`src/rtl/trg_pkg.sv`:
```
package trg_pkg;
    localparam int TRG_BC_W = 12;
    localparam int TRG_EC_W = 8;

    typedef struct packed {
        logic [TRG_BC_W-1:0] bc;
        logic [TRG_EC_W-1:0] ec;
        logic                nul;
    } trg_tag_t;
endpackage

```
`src/rtl/trg_bc_counter.sv`:
```
module trg_bc_counter #(
    parameter int BC_W      = 12,
    parameter int BC_PERIOD = 3564
) (
    input  logic            clk,
    input  logic            rst_n,
    input  logic            clr_i,
    output logic [BC_W-1:0] bc_o
);
    localparam logic [BC_W-1:0] BC_LAST = BC_W'(BC_PERIOD - 1);

    logic [BC_W-1:0] bc_d, bc_q;

    always_comb begin
        bc_o = clr_i ? '0 : bc_q;
        bc_d = (bc_o == BC_LAST) ? '0 : bc_o + 1'b1;
    end

    always_ff @(posedge clk or negedge rst_n) begin
        if (!rst_n) bc_q <= '0;
        else        bc_q <= bc_d;
    end
endmodule

```
`src/rtl/trg_ec_counter.sv`:
```
module trg_ec_counter #(
    parameter int EC_W = 8
) (
    input  logic            clk,
    input  logic            rst_n,
    input  logic            clr_i,
    input  logic            inc_i,
    output logic [EC_W-1:0] ec_o
);
    logic [EC_W-1:0] ec_d, ec_q;

    always_comb begin
        ec_o = clr_i ? '0 : ec_q;
        ec_d = ec_o + EC_W'(inc_i);
    end

    always_ff @(posedge clk or negedge rst_n) begin
        if (!rst_n) ec_q <= '0;
        else        ec_q <= ec_d;
    end
endmodule

```
`src/rtl/trig_gate_ctrl.sv`:
```
module trig_gate_ctrl
    import trg_pkg::*;
#(
    parameter int NFE       = 4,
    parameter int NAF       = 3,
    parameter int BC_PERIOD = 3564
) (
    input  logic                clk,
    input  logic                rst_n,
    input  logic                l1a_i,
    input  logic                resync_i,
    input  logic                bc_zero_i,
    input  logic                inhibit_en_i,
    input  logic [NAF-1:0]      almost_full_i,
    input  logic                trigq_full_i,
    output logic [NFE-1:0]      fe_trig_o,
    output logic                push_o,
    output logic [TRG_BC_W-1:0] push_bc_o,
    output logic [TRG_EC_W-1:0] push_ec_o,
    output logic                push_null_o,
    output logic                inhibit_o,
    output logic                ovf_err_o
);
    typedef struct packed {
        logic [NFE-1:0] fe_trig;
        logic           push;
        trg_tag_t       tag;
        logic           inhibit;
        logic           ovf;
    } gate_st_t;

    gate_st_t st_d, st_q;

    logic [TRG_BC_W-1:0] bc_cur;
    logic [TRG_EC_W-1:0] ec_cur;

    trg_bc_counter #(.BC_W(TRG_BC_W), .BC_PERIOD(BC_PERIOD)) u_bc (
        .clk   (clk),
        .rst_n (rst_n),
        .clr_i (resync_i | bc_zero_i),
        .bc_o  (bc_cur)
    );

    trg_ec_counter #(.EC_W(TRG_EC_W)) u_ec (
        .clk   (clk),
        .rst_n (rst_n),
        .clr_i (resync_i),
        .inc_i (l1a_i),
        .ec_o  (ec_cur)
    );

    always_comb begin
        st_d         = st_q;
        st_d.inhibit = inhibit_en_i & (|almost_full_i);
        st_d.fe_trig = {NFE{l1a_i & ~st_q.inhibit}};
        st_d.push    = l1a_i;
        if (l1a_i) begin
            st_d.tag.bc  = bc_cur;
            st_d.tag.ec  = ec_cur;
            st_d.tag.nul = st_q.inhibit;
        end
        st_d.ovf = st_q.ovf | (l1a_i & ~inhibit_en_i & trigq_full_i);
    end

    always_ff @(posedge clk or negedge rst_n) begin
        if (!rst_n) st_q <= '0;
        else        st_q <= st_d;
    end

    assign fe_trig_o   = st_q.fe_trig;
    assign push_o      = st_q.push;
    assign push_bc_o   = st_q.tag.bc;
    assign push_ec_o   = st_q.tag.ec;
    assign push_null_o = st_q.tag.nul;
    assign inhibit_o   = st_q.inhibit;
    assign ovf_err_o   = st_q.ovf;
endmodule

```
`config.mk`:
```
export PLATFORM = sky130hd
export DESIGN_NAME = trig_gate_ctrl
export DESIGN_NICKNAME = d
export VERILOG_FILES = /design/src/rtl/trg_pkg.sv /design/src/rtl/trg_bc_counter.sv /design/src/rtl/trg_ec_counter.sv /design/src/rtl/trig_gate_ctrl.sv
export SDC_FILE = /design/constraint.sdc
export NUM_CORES = 1
export LEC_CHECK = 0
export CAP_MARGIN = 20
export CORE_ASPECT_RATIO = 1.25
export CORE_UTILIZATION = 51
export CTS_CLUSTER_SIZE = 20
export DETAILED_ROUTE_END_ITERATION = 8
export PLACE_DENSITY = 0.75
export RECOVER_POWER = 25
export SLEW_MARGIN = 20
export SYNTH_ARGS = -nofsm -noshare
export SYNTH_HDL_FRONTEND = slang
export SYNTH_SLANG_ARGS = --single-unit
```
`constraint.sdc`:
```
create_clock -name clk -period 2.2 [get_ports clk]
set_input_delay 0.44 -clock clk [delete_from_list [all_inputs] [get_ports clk]]
set_output_delay 0.44 -clock clk [all_outputs]
set_load 0.1 [all_outputs]
```
# ---- Word level (Yosys, flattened, before mapping)
# Cells that the tools add are included.
dict set report word_totals {
  ff_bits 45
  output_inout_bits 28
  input_bits 10
  wordCells 24
}
dict set report classes {
  n_bitwise 8
  reduce_logical 1
  add_sub_neg 2
  n_mux 3
  eq_ne 1
}
# operator count
set op_table {}
lappend op_table {{12-bit two-way mux} 2}
lappend op_table {{12-bit by 1-bit adder with 12-bit output (second input constant)} 1}
lappend op_table {{12-bit equality test (second input constant)} 1}
lappend op_table {{8-bit by 1-bit adder with 8-bit output} 1}
lappend op_table {{8-bit two-way mux} 1}
lappend op_table {{1-bit AND} 4}
lappend op_table {{3-bit OR reduction} 1}
lappend op_table {{1-bit NOT} 2}
lappend op_table {{1-bit OR} 2}

# ---- Logic depth before layout (Yosys ltp)
# Gate-level depths: netlist of run 1.
dict set report logic_depth {
  depth_word 4
  depth_mapped 7
}

# ---- By module
# Synthesis of run 1 repeated with hierarchy kept, for this count alone.
dict set report hier_totals {
  hier_cells 163
  hier_area_um2 2001.9
}
# mod area_each_um2 seq_area_each_um2 cells_per_inst instances
set by_module_without_submodules {}
lappend by_module_without_submodules {trig_gate_ctrl 940.9 625.6 57 1}
lappend by_module_without_submodules {trg_bc_counter 680.7 300.3 70 1}
lappend by_module_without_submodules {trg_ec_counter 380.4 200.2 36 1}

# ---- Worst setup path after synthesis of run 1
# OpenSTA, ideal clock, no wires.
dict set report synth_timing {
  path_type {input to register}
  startpoint {input resync_i}
  endpoint {register u_bc.bc_q[10]}
  setup_slack_ns 0.068
  arrival_time_ns 2.001
  setup_ns 0.131
  n_path_buf 0
  stages 7
  required_time_ns 2.069
  cell_sequence {nor2_1 -> and2_1 -> ha_1 -> nand4_1 -> or4b_4 -> xor2_1 -> nor2_2}
}
dict set report synth_between {
  elab_chain_cells 4
}
# item line_no
set synth_lines {}
lappend synth_lines {{from (decl)} trig_gate_ctrl.sv:11} ;# input logic resync_i,
lappend synth_lines {{1-bit OR *} trig_gate_ctrl.sv:40} ;# .clr_i (resync_i | bc_zero_i),
lappend synth_lines {{12-bit two-way mux *} trg_bc_counter.sv:15} ;# bc_o = clr_i ? '0 : bc_q;
lappend synth_lines {{named net bc_cur[0]} trig_gate_ctrl.sv:34} ;# logic [TRG_BC_W-1:0] bc_cur;
lappend synth_lines {{12-bit by 1-bit adder with 12-bit output or 12-bit equality test (tied branches)} trg_bc_counter.sv:16} ;# bc_d = (bc_o == BC_LAST) ? '0 : bc_o + 1'b1;
lappend synth_lines {{12-bit two-way mux *} trg_bc_counter.sv:16}
lappend synth_lines {{named net u_bc.bc_d[10]} trg_bc_counter.sv:12} ;# logic [BC_W-1:0] bc_d, bc_q;
lappend synth_lines {{to (signal assigned)} trg_bc_counter.sv:20} ;# if (!rst_n) bc_q <= '0;
lappend synth_lines {{to (signal assigned)} trg_bc_counter.sv:21} ;# else bc_q <= bc_d;
lappend synth_lines {{to (decl)} trg_bc_counter.sv:12}
# Mark *: on every way through the listed nets, which the timed path passes. The rest lies on a longest branch.
# A chain may end at the register's enable or synchronous reset.

# ---- Worst setup path after layout of run 1
# Ends and elaborated chain as after synthesis.

==> results of run 1 <==
stage by stage:
stage / hold slack [ns] / setup TNS [ns] / total power (µW)
global route: 0.4637 / 0 / 1638
finish: 0.3503 / 0 / 1585
CTS: 0.1216 / 0 / 1610
detailed placement: 0.4425 / -0.6081 / 1125
global placement: 0.4378 / -0.2035 / 1120
floorplan: 0.1444 / 0 / 1043
cells in the mapped netlist:
master	number	area share, %
sky130_fd_sc_hd__dfrtp_1	45	57
sky130_fd_sc_hd__nand3_1	18	4.6
sky130_fd_sc_hd__inv_1	17	3.3
sky130_fd_sc_hd__nor2_1	16	3.1
sky130_fd_sc_hd__o21ai_0	14	3.6
sky130_fd_sc_hd__xor2_1	8	3.6
sky130_fd_sc_hd__xnor2_1	6	2.7
sky130_fd_sc_hd__clkbuf_1	5	0.96
sky130_fd_sc_hd__mux2_2	5	2.9
sky130_fd_sc_hd__nand2_1	5	0.96
sky130_fd_sc_hd__nand3b_1	4	1.5
sky130_fd_sc_hd__nand4_1	4	1.3
sky130_fd_sc_hd__nor2b_1	4	1.3
sky130_fd_sc_hd__and2_1	3	0.96
sky130_fd_sc_hd__buf_4	3	1.1
sky130_fd_sc_hd__ha_1	3	1.9
sky130_fd_sc_hd__mux2i_1	3	1.5
sky130_fd_sc_hd__and3_1	2	0.64
sky130_fd_sc_hd__and4_1	2	0.89
sky130_fd_sc_hd__nand2b_1	2	0.64
sky130_fd_sc_hd__nor3_1	2	0.51
sky130_fd_sc_hd__a21oi_1	1	0.25
sky130_fd_sc_hd__and4b_1	1	0.51
sky130_fd_sc_hd__buf_1	1	0.19
sky130_fd_sc_hd__buf_2	1	0.25
sky130_fd_sc_hd__nor2_2	1	0.32
sky130_fd_sc_hd__nor3b_1	1	0.38
sky130_fd_sc_hd__o211ai_1	1	0.38
sky130_fd_sc_hd__o21ai_1	1	0.25
sky130_fd_sc_hd__o21bai_1	1	0.38
sky130_fd_sc_hd__o31a_1	1	0.45
sky130_fd_sc_hd__or2_0	1	0.32
sky130_fd_sc_hd__or4_1	1	0.38
sky130_fd_sc_hd__or4b_4	1	0.70
registers in the layout, summed over array words and instances, names as in the netlist:
register and flops:
fe_trig_o 1, inhibit_o 1, ovf_err_o 1, push_bc_o 12, push_ec_o 8, push_null_o 1
push_o 1, u_bc.bc_q 12, u_ec.ec_q 8
worst max-delay path, cell delays in order:
cell and delay [ns]:
sky130_fd_sc_hd__clkdlybuf4s50_1 0.43, sky130_fd_sc_hd__nor2_2 0.19, sky130_fd_sc_hd__and2_1 0.18, sky130_fd_sc_hd__ha_1 0.19, sky130_fd_sc_hd__nand4_1 0.12, sky130_fd_sc_hd__or4b_4 0.50, sky130_fd_sc_hd__xor2_1 0.17, sky130_fd_sc_hd__nor2_2 0.04
cell families after synthesis:
kind of cell / after synthesis / share of synthesized area, %
AOI/OAI and AO/OA: 19 / 5.293
xor gates and xnor gates: 14 / 6.250
adders and majority gates: 3 / 1.913
buffers and inverters: 27 / 5.803
DFF: 45 / 57.40
muxes: 8 / 4.400
and+or+nand+nor: 68 / 18.94
timing repair:
action	in CTS	in global routing
endpoints found under the hold margin	0	0
gates resized for setup	0	1
hold buffers	0	0
setup endpoints to repair	0	1
final timing paths:
| kind | start | end | slack, ns |
|---|---|---|---|
| setup reg to reg | u_bc.bc_q[0]$_DFF_PN0_ | u_bc.bc_q[10]$_DFF_PN0_ | 0.51 |
| hold / removal | rst_n | push_bc_o[10]$_DFFE_PN0P_ | 0.35 |
| hold reg to reg | inhibit_o$_DFF_PN0_ | fe_trig_o[0]$_DFF_PN0_ | 0.47 |
| max in group asynchronous | rst_n | push_bc_o[5]$_DFFE_PN0P_ | 0.70 |
| setup / recovery | resync_i | u_bc.bc_q[10]$_DFF_PN0_ | 0.14 |
| min in group clk | inhibit_o$_DFF_PN0_ | fe_trig_o[0]$_DFF_PN0_ | 0.47 |
report_power, final:
| group | total (µW) | internal, µW | switching (µW) |
|---|---|---|---|
| clock network | 482 | 225 | 257 |
| logic | 241 | 62.3 | 179 |
| registers | 861 | 848 | 13.5 |
layer usage:
layer	track usage, %	wire [µm]	vias to the layer above	share of wire [%]
li1	-	-	699	-
met1	26.28	1582	687	43
met2	36.69	1966	33	53
met3	4.693	138	2	3.7
met4	7.046	30	0	0.81
met5	0	0	-	0
final cells by class:
class	count	area, µm²	share of cell area [%]
flip-flops and latches	45	1126	46.51
multi-input cells	112	724.4	29.92
repair buffers	48	374.1	15.45
clock buffers	7	76.32	3.152
inverters	17	63.81	2.636
well taps	39	48.80	2.016
clock inverters	1	7.507	0.3101
==> summary.txt, run 1 <==
Synth
  • Synth Cell Area: around 0.0020 mm²
  • Post-synthesis cell count: between 150 and 200
  • Flip-flop and latch count after synthesis: 45
  • Yosys warns: 0
  • Avg Inst Size Synth: 10.66 µm²
  • Count of distinct cell types in the synthesized netlist: 34
  • Net count after synthesis: 197
  • Sequential element share of the synthesized area: 57.40%

Clock tree
  • Num CTS Buffers: 5
  • Deepest clock path buffer count: 2
  • Post-CTS setup-driven buffer insertion count: 0
  • Count of clock tree sinks: 45
  • Clock-pin slew reported for the worst setup and hold paths after clock tree synthesis: 0.08 ns
  • Count of H-tree levels built during CTS: 2
  • Clock tree from TritonCTS: built
  • Root Buffer: sky130_fd_sc_hd__clkbuf_8
  • Later-pin clock latency in the skew report: 0.29 ns

Placed design
  • Number of buffer cells added on primary ports: 37
  • Total placed cells including tap cells: 261
  • Worst slack at placement: -0.2369 ns
  • Area after detailed placement: roughly 0.0024 mm²
  • Placer congestion estimate: 0.8744
  • Placed wire-length estimate after detailed placement: 2771 µm

Setup path
  • Worst path arrival time: 2.25 ns
  • Launching element type of the critical path: input pin
  • CP Class: in -> reg
  • Sort of element at the end of the critical path: register
  • Cell depth of the worst flop-to-flop path: 6
  • Worst-path fanout max: 5
  • CP Data Required Time: 2.39 ns

Floorplan
  • Number of I/O pins: 38
  • Placement Rows: 24
  • Die X: 57.48 µm
  • Initial cell density of the core: between 50% and 60%
  • Area of the die: 0.004101 mm²
  • Core area: 0.003573 mm²
  • Die boundary height: a little over 70 µm

Detailed routing
  • Routed vias: 1421
  • DR pass1 iterations: 6
  • Routed Antenna Nets: 0
  • Number of vias per cell after detailed routing: 5.283
  • Sum of routed wire length over all layers: roughly 3700 µm
  • Post-detailed-route wirelength per cell: about 14 µm
  • Initial DRC Count: 29
  • Drt drc: 1

Timing
  • Top achievable clock speed: 0.4850 GHz
  • Worst-case clock skew: 0.004785 ns
  • RSZ-0062 raised after global routing: no
  • Fin. Hold Viols: 0
  • Final-report setup violation count: 0
  • Tightest slew margin relative to the limit: 23.15%
  • Time the final worst path needs with I/O delays and setup: a little over 2 ns
  • Worst Setup Slack, final: 0.1380 ns
  • Crit share post-route: 93.73%
  • Pins Over Slew Limit: 0
  • Worst Tran Pin Value: around 1.2 ns

Global route
  • First-pass GRT wire length: 6693 µm
  • Vias in the first global route: 1520
  • Global routing usage summed across all routing layers: 21.26%
  • Maximum number of pins on one net before global-route repair: 39
  • Initial antenna violation count: 0
  • Aggregate global routing overflow: 0

Run
  • Reported max-cap violation count: 0

Layout
  • Final Instance Count excl. Fillers: 269
  • Fillers: 290
  • Most common cell after layout, fill and taps aside: sky130_fd_sc_hd__dfrtp_1
  • Synth-to-layout area growth: 23.41%
  • Most frequent cells in the layout: sky130_fd_sc_hd__dfrtp_1 (45), sky130_fd_sc_hd__buf_4 (38), sky130_fd_sc_hd__nand3_1 (18)
  • Share of post-route cells with drive strength above 1: 23.04%
  • Share of the core filled with cells in the final layout: 67.75%
  • Post-route design area: 0.002421 mm²
  • Count of nets after finishing: 242
  • Diode count: 0

Power
  • Largest vdd supply drop: 0.0006299 V
  • Leakage: 0.001118 µW
  • Pwr/cell area: 654.5 mW/mm²

Outcome
  • Violated checks: DRC
  • Status: complete, but fails checks

Hold path
  • Min-Delay Path Class: in -> async
Power figures use the tool's default switching activity.
==> run 2, diff against run 1 <==
--- a/config.mk
+++ b/config.mk
@@ -10,7 +10,7 @@
 export CORE_UTILIZATION = 51
 export CTS_CLUSTER_SIZE = 20
 export DETAILED_ROUTE_END_ITERATION = 8
-export PLACE_DENSITY = 0.75
+export PLACE_DENSITY = 0.8
 export RECOVER_POWER = 25
 export SLEW_MARGIN = 20
 export SYNTH_ARGS = -nofsm -noshare
==> summary.txt, run 2 (synthesis results as in run 1) <==
Clock tree
  • Count of clock tree sinks: 45 (unchanged)
  • Clock tree from TritonCTS: built (unchanged)
  • Clock-pin slew reported for the worst setup and hold paths after clock tree synthesis: 0.08 ns (about the same)
  • Later-pin clock latency in the skew report: 0.30 ns (was 0.29 ns)
  • Deepest clock path buffer count: 2 (unchanged)
  • Num CTS Buffers: 5 (unchanged)
  • Count of H-tree levels built during CTS: 2 (unchanged)
  • Root Buffer: sky130_fd_sc_hd__clkbuf_8 (unchanged)

Setup path
  • Reg-to-reg critical path startpoint: u_bc.bc_q[0]$_DFF_PN0_ (unchanged)
  • Launching element type of the critical path: input pin (unchanged)
  • Cells along the critical path: clkdlybuf4s50_1 -> nor2_4 -> and2_1 -> ha_1 -> nand4_1 -> or4b_4 -> xor2_1 -> nor2_2 (was clkdlybuf4s50_1 -> nor2_2 -> and2_1 -> ha_1 -> nand4_1 -> or4b_4 -> xor2_1 -> nor2_2)
  • Slowest stage cell on the critical path: sky130_fd_sc_hd__or4b_4 (unchanged)
  • Worst path arrival time: 2.24 ns (was 2.25 ns)
  • Cell depth of the worst flop-to-flop path: 6 (unchanged)
  • End point of the critical path: u_bc.bc_q[10]$_DFF_PN0_ (unchanged)
  • Delay of the slowest cell on the worst path: 0.49 ns (was 0.50 ns)
  • CP Class: in -> reg (unchanged)
  • Sort of element at the end of the critical path: register (unchanged)
  • Capturing point of the worst reg2reg path: u_bc.bc_q[10]$_DFF_PN0_ (unchanged)
  • Worst-path fanout max: 4 (was 5)
  • Worst reg2reg setup slack: 0.54 ns (was 0.51 ns)
  • Source of the critical timing path: resync_i (unchanged)
  • CP Data Required Time: 2.39 ns (about the same)

Power
  • Leakage: 0.001131 µW (was 0.001118 µW)
  • Pwr/cell area: 653.6 mW/mm² (was 654.5 mW/mm²)
  • Largest vdd supply drop: 0.0004987 V (was 0.0006299 V)

Detailed routing
  • Initial DRC Count: 46 (was 29)
  • Routed vias: 1417 (was 1421)
  • Drt drc: 2 (was 1)
  • Sum of routed wire length over all layers: 3763 µm (was 3719 µm)
  • DR pass1 iterations: 6 (unchanged)
  • Post-detailed-route wirelength per cell: 13.89 µm (was 13.83 µm)
  • Number of vias per cell after detailed routing: 5.229 (was 5.283)
  • Routed Antenna Nets: 0 (unchanged)

Layout
  • Most common cell after layout, fill and taps aside: sky130_fd_sc_hd__dfrtp_1 (unchanged)
  • Post-route design area: 0.002442 mm² (was 0.002421 mm²)
  • Share of post-route cells with drive strength above 1: 24.14% (was 23.04%)
  • Most frequent cells in the layout: sky130_fd_sc_hd__dfrtp_1 (45), sky130_fd_sc_hd__buf_4 (40), sky130_fd_sc_hd__nand3_1 (18) (was sky130_fd_sc_hd__dfrtp_1 (45), sky130_fd_sc_hd__buf_4 (38), sky130_fd_sc_hd__nand3_1 (18))
  • Diode count: 0 (unchanged)
  • Count of nets after finishing: 244 (was 242)
  • Synth-to-layout area growth: 24.49% (was 23.41%)
  • Final Instance Count excl. Fillers: 271 (was 269)

Timing
  • Time the final worst path needs with I/O delays and setup: 2.052 ns (was 2.062 ns)
  • Fin. Hold Viols: 0 (unchanged)
  • Final-report setup violation count: 0 (unchanged)
  • Pins Over Slew Limit: 0 (unchanged)
  • TNS Setup: 0 ns (unchanged)
  • Tightest slew margin relative to the limit: 27.88% (was 23.15%)
  • Crit share post-route: 93.29% (was 93.73%)
  • Top achievable clock speed: 0.4872 GHz (was 0.4850 GHz)
  • Worst-case clock skew: 0.008240 ns (was 0.004785 ns)
  • Worst Tran Pin Value: 1.082 ns (was 1.153 ns)
  • RSZ-0062 raised after global routing: no (unchanged)
  • Worst Setup Slack, final: 0.1477 ns (was 0.1380 ns)

Run
  • Reported max-cap violation count: 0 (unchanged)

Global route
  • GR met1 Demand/Resource: 26.52% (was 26.28%)
  • Initial antenna violation count: 0 (unchanged)
  • First-pass GRT wire length: 6610 µm (was 6693 µm)
  • Aggregate global routing overflow: 0 (unchanged)
  • Met2 track demand over resource: 35.40% (was 36.69%)
  • Busiest metal layer after global routing: met2 (unchanged)
  • Maximum number of pins on one net before global-route repair: 46 (was 39)
  • Vias in the first global route: 1446 (was 1520)
  • Global-route met3 utilization: 5.596% (was 4.693%)
  • Global routing usage summed across all routing layers: 21.53% (was 21.26%)

Floorplan
  • Area of the die: 0.004101 mm² (unchanged)
  • Die boundary height: 71.35 µm (unchanged)
  • Number of I/O pins: 38 (unchanged)
  • Core area: 0.003573 mm² (unchanged)
  • Die X: 57.48 µm (unchanged)
  • Placement Rows: 24 (unchanged)
  • Initial cell density of the core: 54.90% (unchanged)

Placed design
  • Area after detailed placement: 0.002354 mm² (was 0.002351 mm²)
  • Total placed cells including tap cells: 263 (was 261)
  • Number of buffer cells added on primary ports: 37 (unchanged)
  • Placed wire-length estimate after detailed placement: 2697 µm (was 2771 µm)
  • Placer congestion estimate: 0.8668 (was 0.8744)
  • Worst slack at placement: -0.2401 ns (was -0.2369 ns)

Hold path
  • Min-Delay Path Class: in -> async (unchanged)

Outcome
  • Violated checks: DRC (unchanged)
  • Status: complete, but fails checks (unchanged)
-- run 2: cell type report --
class | instances | area (µm²)
well taps | 39 | 48.80
multi-input cells | 112 | 729.5
clock inverters | 1 | 7.507
flip-flops and latches | 45 | 1126
repair buffers | 50 | 390.4
fillers | 277 | 1131
clock buffers | 7 | 76.32
inverters | 17 | 63.81
-- run 2: worst min path at each step --
| stage | start | endpoint | slack [ns] | cells after the start |
|---|---|---|---|---|
| finish | rst_n | u_ec.ec_q[2]$_DFF_PN0_ | 0.41 | 2 |
| global route | rst_n | push_ec_o[4]$_DFFE_PN0P_ | 0.51 | 2 |
| CTS | rst_n | u_bc.bc_q[2]$_DFF_PN0_ | 0.22 | 2 |
| detailed placement | inhibit_o$_DFF_PN0_ | fe_trig_o[0]$_DFF_PN0_ | 0.46 | 1 |
| global placement | inhibit_o$_DFF_PN0_ | fe_trig_o[0]$_DFF_PN0_ | 0.45 | 1 |
| floorplan | rst_n | fe_trig_o[0]$_DFF_PN0_ | 0.14 | 0 |
-- run 2: critical path, delay by kind of cell --
kind / cells / cell delay [ns]
xor gates and xnor gates: 1 / 0.17
buffers and inverters: 1 / 0.48
adders and majority gates: 1 / 0.18
and+or+nand+nor: 5 / 0.97
-- run 2: what timing repair did --
item,CTS,global route
setup buffers,0,0
setup endpoints to repair,0,5
hold buffers,0,0
resized for setup,0,2
-- run 2: metrics by stage --
step                      power, µW  hold WS [ns]  util [%]
final                          1596        0.4138     68.35
after global routing           1657        0.5102     68.35
after CTS                      1620        0.2225     68.21
after detailed placement       1124        0.4639     65.86
after global placement         1121        0.4532     65.86
after floorplan                1043        0.1444         -
-- run 2: routing by layer --
| metal | vias up | part of all wire [%] |
|---|---|---|
| li1 | 702 | - |
| met1 | 671 | 45 |
| met2 | 38 | 49 |
| met3 | 6 | 4.4 |
| met4 | 0 | 2.1 |
| met5 | - | 0 |
-- run 2: power by group --
part | internal, µW | switching, µW
Sequential | 848 | 12.8
Combinational | 65.2 | 181
Clock | 225 | 265
Total | 1140 | 459
==> run 3, diff against run 2 <==
--- a/config.mk
+++ b/config.mk
@@ -8,6 +8,7 @@
 export CAP_MARGIN = 20
 export CORE_ASPECT_RATIO = 1.25
 export CORE_UTILIZATION = 51
+export CTS_CLUSTER_DIAMETER = 150
 export CTS_CLUSTER_SIZE = 20
 export DETAILED_ROUTE_END_ITERATION = 8
 export PLACE_DENSITY = 0.8
==> results of run 3 <==
Same layout as run 2: the final DEF is identical, and so are final timing and power.
